File: src/rtl/alarm_ctrl.sv
module alarm_ctrl #(
  parameter int CODE_DIGITS  = 4,
  parameter int LEAVE_TICKS  = 1,
  parameter int RETURN_TICKS = CODE_DIGITS + 1
) (
  input  logic       clk,
  input  logic       rst_n,
  input  logic       go_i,
  input  logic [1:0] zone_i,
  input  logic       tick_i,
  output logic       siren_o,
  output logic [1:0] light_o,
  output logic [2:0] mode_o
);
  localparam int MAXT = (LEAVE_TICKS > RETURN_TICKS) ? LEAVE_TICKS : RETURN_TICKS;
  localparam int CW   = $clog2(MAXT + 1);

  typedef enum logic [2:0] {
    M_IDLE = 3'd0, M_EXIT = 3'd1, M_GUARD = 3'd2,
    M_SOUND = 3'd3, M_REPORT = 3'd4, M_ENTRY = 3'd5
  } mode_t;

  mode_t          st, nx;
  logic [CW-1:0]  cnt, lim;
  logic           timed, expired, siren_d;
  logic [1:0]     light_d;

  assign timed   = (st == M_EXIT) || (st == M_ENTRY);
  assign lim     = (st == M_EXIT) ? CW'(LEAVE_TICKS) : CW'(RETURN_TICKS);
  assign expired = timed && (cnt >= lim);
  assign mode_o  = st;

  always_comb begin
    nx      = st;
    siren_d = siren_o;
    light_d = light_o;
    case (st)
      M_IDLE:   if (go_i) nx = M_EXIT;
      M_EXIT:   if (go_i) nx = M_IDLE;
                else if (expired) nx = M_GUARD;
      M_GUARD:  if (go_i) nx = M_IDLE;
                else if (zone_i == 2'd1) begin
                  nx = M_ENTRY; light_d = zone_i;
                end else if (zone_i != 2'd0) begin
                  nx = M_SOUND; siren_d = 1'b1; light_d = zone_i;
                end
      M_ENTRY:  if (go_i) nx = M_IDLE;
                else if (expired) begin
                  nx = M_SOUND; siren_d = 1'b1;
                end
      M_SOUND:  if (go_i) begin
                  nx = M_REPORT; siren_d = 1'b0;
                end
      M_REPORT: if (go_i) begin
                  nx = M_IDLE; light_d = 2'd0;
                end
      default:  nx = M_IDLE;
    endcase
  end

  always_ff @(posedge clk) begin
    if (!rst_n) begin
      st      <= M_IDLE;
      siren_o <= 1'b0;
      light_o <= 2'd0;
      cnt     <= '0;
    end else begin
      st      <= nx;
      siren_o <= siren_d;
      light_o <= light_d;
      if (nx != st || !timed) cnt <= '0;
      else if (tick_i && cnt < lim) cnt <= cnt + 1'b1;
    end
  end
endmodule

File: config.mk
export PLATFORM = sky130hd
export DESIGN_NAME = alarm_ctrl
export DESIGN_NICKNAME = d
export VERILOG_FILES = /design/src/rtl/alarm_ctrl.sv
export SDC_FILE = /design/constraint.sdc
export NUM_CORES = 1
export LEC_CHECK = 0
export BUFFER_PORTS_ARGS = -buffer_cell sky130_fd_sc_hd__buf_2
export CORE_UTILIZATION = 45
export DETAILED_ROUTE_END_ITERATION = 16
export PLACE_DENSITY = 0.67
export RECOVER_POWER = 25
export SLEW_MARGIN = 15
export SYNTH_ARGS = -nofsm -noshare
export SYNTH_HDL_FRONTEND = slang
export SYNTH_SLANG_ARGS = --single-unit
export TNS_END_PERCENT = 10
File: constraint.sdc
create_clock -name clk -period 4.3 [get_ports clk]
set_input_delay 0.645 -clock clk [delete_from_list [all_inputs] [get_ports clk]]
set_output_delay 0.645 -clock clk [all_outputs]
set_load 0.02 [all_outputs]
# [Word level (Yosys, flattened, before mapping)]
# Index checks and enable logic that the tools add are counted.
# Widths: inputs -> output; s select.
[op_classes] add_sub_neg=1 n_lt_le_gt_ge=2 n_eq_ne=15 muxes=24 n_bitwise=1 reduce_logical=12
[ops] operator="$mux 3" count=11
[ops] operator="$pmux 3 s6" count=1
[ops] operator="$ne 2x2->1 const B" count=7
[ops] operator="$mux 2" count=4
[ops] operator="$reduce_and 7->1" count=1
[ops] operator="$eq 3x2->1 const B" count=2
[ops] operator="$eq 3x3->1 const B" count=2
[ops] operator="$mux 1" count=6
[ops] operator="$pmux 2 s2" count=1
[ops] operator="$reduce_and 4->1" count=1
[ops] operator="$reduce_bool 2->1" count=2
[ops] operator="$add 3x1->3 const B" count=1
[ops] operator="$eq 3x1->1 const B" count=1
[ops] operator="$ge 3x3->1" count=1
[ops] operator="$logic_not 3->1" count=1
[ops] operator="$lt 3x3->1" count=1
[ops] operator="$ne 3x3->1" count=1
[ops] operator="$ne 3x3->1 const B" count=1
[ops] operator="$pmux 1 s3" count=1
[ops] operator="$reduce_bool 3->1" count=1
[ops] operator="$eq 2x1->1 const B" count=1
[ops] operator="$logic_and 1x1->1" count=2
[ops] operator="$logic_or 1x1->1" count=2
[ops] operator="$reduce_or 2->1" count=1
[ops] operator="other kinds (2)" count=2
[totals] reg_bits=9 inputBits=6 word_cells=59

# [Depth between registers and ports, before layout]
# Gate-level depths: netlist of the first run.
[logic_depth] depth_word=10 depth_mapped=6

# [Worst setup path before layout of the first run]
# OpenSTA, ideal clock, no wires.
[synth_path] path_kind="reg-to-reg" start="reg st[2], in the netlist mode_o[2]" end="reg siren_o" setup_time_ps=74 arrival_ps=1630 required_ps=4226 path_slack_ps=2596 stages_incl_launch_ff=6 n_path_buf=0 period_less_slack_ps=1704 cell_sequence="dfxtp_1 -> nor3_1 -> ha_1 -> o31ai_1 -> a2111o_1 -> a31oi_1"
[synth_between] elab_chain_cells=6 elab_cells_between_ends=17 cone_classes="order compare (1); eq/ne (10); mux (2); reduce/logical (4)"
[synth_lines] element="start: declaration" line_no="23" rtl="mode_t st, nx;"
[synth_lines] element="start signal: assignment" line_no="68" rtl="st <= nx;"
[synth_lines] element="$eq 3x1->1" line_no="28, 29"
[synth_lines] element="$mux 3" line_no="29" rtl="assign lim = (st == M_EXIT) ? CW'(LEAVE_TICKS) : CW'(RETURN_TICKS);"
[synth_lines] element="$ge 3x3->1" line_no="30" rtl="assign expired = timed && (cnt >= lim);"
[synth_lines] element="$logic_and 1x1->1" line_no="30"
[synth_lines] element="$ne 2x2->1 (no line)"
[synth_lines] element="$reduce_and 7->1 (no line)"
[synth_lines] element="end signal: assignment" line_no="69" rtl="siren_o <= siren_d;"
[synth_lines] element="end: declaration" line_no="11" rtl="output logic siren_o,"
# Several ways; a longest one is shown, not always the timed one.
# A chain may end at the register's enable or synchronous reset.

# [Final worst setup path of the first run]
[layout_path] start="reg st[0], in the netlist mode_o[0]" end="reg cnt[1]"
[layout_between] elab_chain_cells=10 elab_cells_between_ends=27 cone_classes="order compare (2); eq/ne (6); mux (12); reduce/logical (7)"
[layout_lines] element="$eq 3x1->1" line_no="28, 29, 37"
[layout_lines] element="$mux 3" line_no="29"
[layout_lines] element="$ge 3x3->1" line_no="30"
[layout_lines] element="$logic_and 1x1->1" line_no="30"
[layout_lines] element="$mux 3, on equally long branches" line_no="48, 40"
[layout_lines] element="$mux 3, on equally long branches" line_no="47, 39"
[layout_lines] element="$pmux 3 s6" line_no="37" rtl="case (st)"
[layout_lines] element="$ne 3x3->1" line_no="71" rtl="if (nx != st || !timed) cnt <= '0;"
[layout_lines] element="$logic_or 1x1->1" line_no="71"
[layout_lines] element="$reduce_or 2->1 (no line)"
[layout_lines] element="end signal: assignment" line_no="72" rtl="else if (tick_i && cnt < lim) cnt <= cnt + 1'b1;"
[layout_lines] element="end: declaration" line_no="24" rtl="logic [CW-1:0] cnt, lim;"
# Several ways; a longest one is shown, not always the timed one.

==> results.md, run 1 <==
* Outcome: finished, final reports clean
* Total grt overflow at 0
* Max-slew violations at 0
* CTS sink cnt at 9
* Max cap viols at 0
* EDFF count, synth at 0
* Share of the yosys chip area belonging to registers at 0.3051
* Rows at 12
* Vias per cell at approximately 5.9
* DRC violations left at 0
* Async set-reset flop share out of synthesis at 0
* Largest net degree at the start of global routing at 13
* Post-synth top flop: dfxtp_1
* Comb pwr share at 0.119
* GRT Total Usage at 0.1961
* Synthesized cell area at 590.6 µm²
* Final hold vios at 0
* Syn Nets at 77
* IO Port Bufs at 11
* Diodes inserted at 0
* Vias in the first global route at 441
* Gate Count Post-Synth at 68
* Arr. time, crit path at between 1500 and 2000 ps
* Die span in x at between 30 and 40 µm
* Sw Ratio at 0.2464
* Dominant combinational cell family by area after synthesis: compound AO/OA/AOI/OAI gates
* I/O Pins at 12
* Area share of the largest cell type after synthesis at 0.3051
* Post-CTS setup buffer count at 0
* Initial antenna violation count at 0
* Seq cells post-synth at 9
* Area of the core at 0.001156 mm²
* Fin Setup TNS at 0 ps
* Final ANT Viol Nets at 0
* Routed wire length per instance at 12.43 µm
* Clock-pin slew on the worst setup and hold paths at ~60 ps
* Max VDD drop at 0.0001559 V
* Tightest Hold Check Type: reg -> reg
* Worst skew pair latency at 260 ps
* Unrepaired setup endpoints after global routing: false
* Fin crit period at between 1500 and 2000 ps
* Number of H-tree levels at 1
* Total vias in the final route at ~560
* Clk root buf: clkbuf_4
* Fmax at 581.4 MHz
* Pleak at 0.2514 nW
* Die ar. at 0.001461 mm²
* Relative slew slack at 0.7361
* Initial core utilization at 0.5108
* Period utilization at 0.4000
* Post-synthesis adder-cell area fraction at 0.06356
* First-pass GRT wire length at 1904 µm
* Area added between synthesis and finish at 13.35%
* Worst slew pin tran at 392.4 ps
* Drt total wl at 1181 µm
* Multi-input gate area at roughly 380 µm²
* 1st-iter DRT viols at 9
* Total power draw at 171.0 µW
* Syn. warnings at 0
* Post-Synth Simple-Gate Area at 0.2797
* Clock tree from TritonCTS: done
* Post-cts resize count at 0
* Storage element area at 180.2 µm²
* Nets at 91
* Maximum fanout along the worst path at 10
* Kind of end point of the critical path: flop
* Clk_skew at 1.757 ps
* CTS buffer count at 3
* Switching pwr at approximately 42 µW
* Compound-gate portion of the synthesized area at 0.2924
* WP data required at between 4000 and 5000 ps
* Dominant cell type by area after synthesis: dfxtp_1
* Hold buffers post-CTS at 0
* Post-synthesis mux area share at 0
* Post-detail-place hpwl at 925.1 µm
* Netlist cell types at 38
* Die Y at 38.23 µm
* Syn_area_per_cell at 8.685 µm²
* CP Class: reg -> reg
* First-pass DRT Iterations at 4
* XOR/XNOR Fraction of Synth Area at 0
* Power share of the sequential group at 0.509
* Worst setup SP type: flop
* Synth top area cells: dfxtp_1, ha_1, a21oi_1, o21ai_0, inv_1
* CTS Buffer Depth at 2
* # setup viols final at 0
* Gpl congestion at 0.7765
* Clock power share at 0.372
* Pwr/cell area at 255.5 mW/mm²
* Cell Int Power at 128.9 µW
* Fill cells at 105
* Layout cells sized above 1 at 0.1852
[synthesized netlist by cell type (2+ instances only)]
library cell  number
ha_1               3
o31a_1             2
nand3_1            3
nor3_1             3
inv_1              5
a21oi_1            6
o21ai_0            4
nor2_1             3
dfxtp_1            9
o311ai_0           2
[metal layers]
metal	share of wire	routed length [µm]	vias to the layer above	track usage
met3	0.057	67	2	0.1105
met5	0	0	-	0
met1	0.53	621	248	0.2669
li1	-	-	295	-
met4	0.0068	8	0	0.08036
met2	0.41	484	11	0.2458
[logic make-up (layout without fill, tap and decap cells)]
kind of cell | after synthesis | after routing
buffers and inverters | 7 | 20
adder cells (fa/ha/maj) | 3 | 3
flip-flops | 9 | 9
AO/OA/AOI/OAI | 25 | 25
AND/OR/NAND/NOR | 24 | 24
[flip-flops by register name, summed over array words and instances (netlist names)]
name     cells
cnt          3
mode_o       3
light_o      2
siren_o      1
[metrics by stage]
| stage | setup slack (ps) | hold slack, ps | cell area [µm²] | std cells | util |
|---|---|---|---|---|---|
| global route | 2207 | 522.0 | 669.4 | 95 | 0.5790 |
| finish | 2580 | 513.3 | 669.4 | 95 | 0.5790 |
| CTS | 2603 | 514.1 | 673.1 | 95 | 0.5823 |
| detailed placement | 2588 | 500.2 | 646.9 | 91 | 0.5595 |
| floorplan | 2596 | 515.6 | 590.6 | 68 | - |
| global placement | 2596 | 491.6 | 646.9 | 91 | 0.5595 |
[layout make-up]
cell class / count / share of cell area
clock buffers: 4 / 0.03925
inverters: 5 / 0.02804
multi-input cells: 52 / 0.5607
flip-flops and latches: 9 / 0.2692
well taps: 14 / 0.02617
repair buffers: 11 / 0.07664
[final timing paths]
kind              startpoint         end  slack (ps)  cells after the start
setup reg to reg   mode_o[0]      cnt[1]        2580                      6
hold / removal    light_o[0]  light_o[0]         510                      2
setup / recovery   mode_o[0]      cnt[1]        2580                      6
hold reg to reg   light_o[0]  light_o[0]         510                      2
[power groups by stage]
stage                     logic, mW  registers, mW  clock network [mW]
after detailed placement     0.0198         0.0889                   0
after global routing         0.0226         0.0875              0.0728
after global placement       0.0198         0.0889                   0
after floorplan              0.0129         0.0895                   0
after CTS                    0.0201         0.0870              0.0665
final                        0.0203         0.0871              0.0636
[cells in the final DEF, fill, tap and decap left out, types with 2 or more instances in the layout]
| cell type | instances |
|---|---|
| o311ai_0 | 2 |
| inv_1 | 5 |
| ha_1 | 3 |
| dfxtp_1 | 9 |
| clkbuf_1 | 4 |
| nand3_1 | 3 |
| nor2_1 | 3 |
| clkbuf_4 | 3 |
| o31a_1 | 2 |
| buf_2 | 8 |
| o21ai_0 | 4 |
| a21oi_1 | 6 |
| nor3_1 | 3 |
[worst max-delay path, stage by stage, from the launching register on]
cell,delay [ps]
dfxtp_1,460
inv_1,130
nor3_1,160
ha_1,280
o21ai_1,220
a21oi_1,120
a311oi_1,250
No activity file was read; power rests on OpenSTA's default activity.
==> run 2, diff against run 1 <==
==> constraint.sdc (replaced) <==
create_clock -name clk -period 1.7 [get_ports clk]
set_input_delay 0.255 -clock clk [delete_from_list [all_inputs] [get_ports clk]]
set_output_delay 0.255 -clock clk [all_outputs]
set_load 0.02 [all_outputs]
==> run 2 against run 1 <==
Net effect:
- total power rose to 2.6 times the previous value
- flip-flop and latch count unchanged
- routed wire length up 6.5%
- sequential power up 150%
- clock power rose to 2.6 times the previous value
- register-to-register slack worse by 2500 ps
- sequential share of layout area down 0.88 points
- fmax up 6.3%
- critical path depth down 1
- count of clock-buffer cells in the layout unchanged
- non-clock buffer count up 3
- core utilization up 2.4 points
- largest cell class unchanged
==> results.md, run 2 (synthesized netlist as in run 1, its figures left out) <==
* Post-CTS setup buffer count at 0
* CP Cell Sequence: nor3_1 -> ha_1 -> o31ai_1 -> a2111o_1 -> a31oi_1
* GRT Total Usage at 0.2168
* Initial core utilization at 0.5108
* First-pass GRT wire length at 2159 µm
* Total power draw at 445.8 µW
* Max cap viols at 0
* Period utilization at 0.9515
* Final ANT Viol Nets at 0
* 1st-iter DRT viols at 16
* Diodes inserted at 0
* Outcome: finished, final reports clean
* First-pass DRT Iterations at 4
* Clock-pin slew on the worst setup and hold paths at 70 ps
* Gpl congestion at 0.7929
* I/O Pins at 12
* Largest net degree at the start of global routing at 12
* Rows at 12
* Vias in the first global route at roughly 480
* Clk_skew at 10.68 ps
* CTS Buffer Depth at 2
* Pleak at 0.2676 nW
* Vias per cell at 5.827
* Max VDD drop at 0.0005244 V
* Die ar. at between 0.001 and 0.0015 mm²
* CP Class: reg -> reg
* Maximum fanout along the worst path at 10
* Met1 wire length at 651 µm
* Comb pwr share at 0.138
* Worst skew pair latency at 270 ps
* Worst R2R Setup Slack at 80 ps
* Unrepaired setup endpoints after global routing: false
* Worst slew pin tran at 362.3 ps
* Area added between synthesis and finish at 18.01%
* Area of the core at 0.001156 mm²
* Die Y at 38.23 µm
* Worst reg2reg path depth at 5
* Hold Path Depth at 2
* Clock power share at 0.376
* Fill cells at roughly 110
* Number of H-tree levels at 1
* Arr. time, crit path at 1820 ps
* Layout cells sized above 1 at 0.2381
* Most frequent cells in the layout: dfxtp_1, buf_2, a21oi_1
* Power share of the sequential group at 0.487
* Final hold vios at 0
* Total vias in the final route at 571
* Routed wire length per instance at ~13 µm
* CP max stage cell: dfxtp_2
* Worst setup SP type: flop
* Fin Setup TNS at 0 ps
* CP peak stage delay at 430 ps
* Met3 routed WL at 78 µm
* Clock tree from TritonCTS: done
* IO Port Bufs at 11
* Tightest Hold Check Type: in -> reg
* Max-slew violations at 0
* Switching pwr at approximately 120 µW
* Pwr/cell area at 639.6 mW/mm²
* Fmax at 618.2 MHz
* Sw Ratio at 0.2582
* CTS buffer count at 3
* CTS sink cnt at 9
* # setup viols final at 0
* Clk root buf: clkbuf_4
* Kind of end point of the critical path: flop
* Drt total wl at 1258 µm
* Cell Int Power at 330.7 µW
* DR top layer: met4
* Relative slew slack at 0.7564
* WP data required at 1900 ps
* Nets at 94
* Die span in x at about 38 µm
* Initial antenna violation count at 0
* Post-detail-place hpwl at ~950 µm
* Met2 wire len at 517 µm
* DRC violations left at 0
* Fin crit period at 1618 ps
* Total grt overflow at 0
## run 2: cell types whose count changed in the layout (fill, tap and decap cells not counted), sizes merged
cell / before / now
buf: 8 / 11
## run 2: metrics by stage
| stage | setup WS, ps | hold WS (ps) | cells | cell area, µm² | util |
|---|---|---|---|---|---|
| floorplan | 35.08 | 375.5 | 68 | 591.8 | - |
| global placement | 175.5 | 483.5 | 94 | 670.6 | 0.5801 |
| detailed placement | 105.2 | 485.4 | 94 | 670.6 | 0.5801 |
| CTS | 104.5 | 244.1 | 98 | 696.9 | 0.6028 |
| global route | 0.2760 | 244.8 | 98 | 696.9 | 0.6028 |
| finish | 82.38 | 253.4 | 98 | 696.9 | 0.6028 |
## run 2: repair_timing
action / CTS / global route
endpoints found under the setup margin: 0 / 1
hold buffers: 0 / 0
resized for setup: 0 / 1
## run 2: final timing paths
| path | from | end |
|---|---|---|
| setup / recovery | mode_o[2] | siren_o |
| hold reg to reg | light_o[1] | light_o[1] |
| setup reg to reg | mode_o[2] | siren_o |
| hold / removal | rst_n | mode_o[2] |
## run 2: layer usage
layer  vias up  global-route usage
met5         -                   0
met4         0             0.05357
met3         2              0.1047
met2        12              0.2712
met1       260              0.3203
li1        297                   -
## run 2: layout make-up
cell class / count / area, µm² / area share
timing repair buffer: 14 / 73.82 / 0.1059
sequential: 9 / 181.4 / 0.2603
tap: 14 / 17.52 / 0.02513
clock buffer: 4 / 26.28 / 0.03770
inverter: 5 / 18.77 / 0.02693
multi-input combinational: 52 / 379.1 / 0.5440
## run 2: worst max-delay path: cells and delay by family, from the launching register on
kind                     cells  cell delay [ps]
AO/OA/AOI/OAI                3              700
flip-flops                   1              430
adder cells (fa/ha/maj)      1              320
AND/OR/NAND/NOR              1               90
## run 2: power groups by stage
| stage | Combinational (mW) | Sequential [mW] | Clock (mW) |
|---|---|---|---|
| 2_1_floorplan | 0.0325 | 0.226 | 0 |
| 5_1_grt | 0.0688 | 0.217 | 0.188 |
| 4_1_cts | 0.0604 | 0.217 | 0.176 |
| 6_report | 0.0614 | 0.217 | 0.167 |
| 3_5_place_dp | 0.0600 | 0.221 | 0 |
| 3_3_place_gp | 0.0602 | 0.221 | 0 |
==> run 3, diff against run 2 <==
--- a/config.mk
+++ b/config.mk
@@ -6,12 +6,9 @@
 export NUM_CORES = 1
 export LEC_CHECK = 0
 export BUFFER_PORTS_ARGS = -buffer_cell sky130_fd_sc_hd__buf_2
-export CORE_UTILIZATION = 45
+export CORE_UTILIZATION = 35
 export DETAILED_ROUTE_END_ITERATION = 16
-export PLACE_DENSITY = 0.67
 export RECOVER_POWER = 25
-export SLEW_MARGIN = 15
 export SYNTH_ARGS = -nofsm -noshare
 export SYNTH_HDL_FRONTEND = slang
 export SYNTH_SLANG_ARGS = --single-unit
-export TNS_END_PERCENT = 10
==> run 3 against run 2 <==
Net effect:
- critical path depth grew 1
- clock power grew 5%
- core utilization shrank 14 points
- total power grew 2.0%
- global-route usage shrank 3.5 points
- sequential power is essentially flat
- via count shrank 0.53%
- cell area grew 1.4%
- setup slack gained 31 ps
- largest cell class unchanged
- highest routed layer unchanged
==> results.md, run 3 (synthesized netlist as in run 1, its figures left out) <==
* I/O Pins at 12
* First-pass DRT Iterations at 4
* Dpl ws at 126.1 ps
* Die span in x at 43.08 µm
* GRT Total Usage at 0.1819
* Area added between synthesis and finish at 19.70%
* Clock-pin slew on the worst setup and hold paths at 60 ps
* Max cap viols at 0
* Fin crit period at 1587 ps
* Vias per cell at approximately 5.7
* Most frequent cells in the layout: dfxtp_1, buf_2, a21oi_1
* Maximum fanout along the worst path at 4
* Worst slew pin tran at around 300 ps
* Placed insts at 96
* Post-Layout Cell Count at 100
* Initial antenna violation count at 0
* Relative slew slack at 0.7956
* IO Port Bufs at 11
* Clock tree from TritonCTS: done
* Drt total wl at 1414 µm
* 1st-iter DRT viols at 9
* Total grt overflow at 0
* Area of the core at about 0.0015 mm²
* Final ANT Viol Nets at 0
* CTS buffer count at 3
* # setup viols final at 0
* Number of H-tree levels at 1
* Arr. time, crit path at approximately 1800 ps
* Final hold vios at 0
* Kind of end point of the critical path: flop
* Total vias in the final route at 568
* Final instance area at 706.9 µm²
* Routed wire length per instance at 14.14 µm
* Worst skew pair latency at 270 ps
* Outcome: finished, final reports clean
* Max VDD drop at 0.0003819 V
* Initial core utilization at 0.3831
* First-pass GRT wire length at between 2000 and 2500 µm
* Clk_skew at 1.165 ps
* Diodes inserted at 0
* Period utilization at 0.9334
* Layout cells sized above 1 at 0.2500
* Fmax at about 630 MHz
* Pleak at about 0.26 nW
* Rows at 14
* Fill cells at between 150 and 200
* Max-slew violations at 0
* Gpl congestion at 0.8434
* Nets at 94
* CTS Buffer Depth at 2
* Vias in the first global route at 570
* Tightest Hold Check Type: in -> reg
* Worst setup SP type: flop
* Clk root buf: clkbuf_4
* Largest net degree at the start of global routing at 12
* Fin Setup TNS at 0 ps
* Post-route setup slack at 113.2 ps
* DP Area at 673.1 µm²
* WP data required at roughly 1900 ps
* CTS sink cnt at 9
* Pwr/cell area at 642.9 mW/mm²
* CP Class: reg -> reg
* Die ar. at 0.001855 mm²
* DRC violations left at 0
* Die Y at 43.08 µm
==> run 3: cell counts in the layout (fill, tap and decap cells not counted) <==
No cell type changed its count.
==> run 3: area by class of cell <==
cell class	instances	area, µm²	area share
clock buffer	4	26.28	0.03717
multi-input combinational	52	384.1	0.5434
inverter	5	18.77	0.02655
tap	16	20.02	0.02832
sequential	9	183.9	0.2602
timing repair buffer	14	73.82	0.1044
==> run 3: worst max-delay path: stages (launching register included) <==
cell and delay (ps):
dfxtp_1 320, inv_1 110, nor3_1 70, ha_1 340, o31ai_2 100, a2111o_1 420, a31oi_1 150
==> run 3: final timing paths <==
check	start	to	slack [ps]	cells after the start
hold reg to reg	light_o[1]	light_o[1]	490	2
setup reg to reg	mode_o[0]	siren_o	110	6
setup / recovery	mode_o[0]	siren_o	110	6
hold / removal	rst_n	mode_o[2]	240	2
==> run 3: metal layers <==
metal  up-vias  routed length [µm]  track usage
met5         -                   0            0
met4         0                  23      0.08485
met3         4                  65      0.08085
met2        10                 666       0.2727
met1       256                 659       0.2211
li1        298                   -            -
==> run 3: repair_timing <==
action,4_1_cts,5_1_grt
gates resized for setup,0,3
hold buffers,0,0
buffers inserted,0,0
setup endpoints to repair,0,2
==> run 3: metrics by stage <==
| stage | hold slack [ps] | total power, mW | util |
|---|---|---|---|
| finish | 238.0 | 0.4544 | 0.4586 |
| global route | 221.2 | 0.4810 | 0.4586 |
| CTS | 224.8 | 0.4602 | 0.4537 |
| detailed placement | 488.9 | 0.2830 | 0.4367 |
| global placement | 479.8 | 0.2815 | 0.4367 |
| floorplan | 375.5 | 0.2589 | - |
==> run 3: power by group <==
part | leakage [nW] | internal (mW) | switching, mW | total (mW)
Combinational | 0.175 | 0.0266 | 0.0372 | 0.0639
Sequential | 0.0736 | 0.212 | 0.00339 | 0.216
Clock | 0.0150 | 0.0910 | 0.0838 | 0.175
Total | 0.264 | 0.330 | 0.124 | 0.454
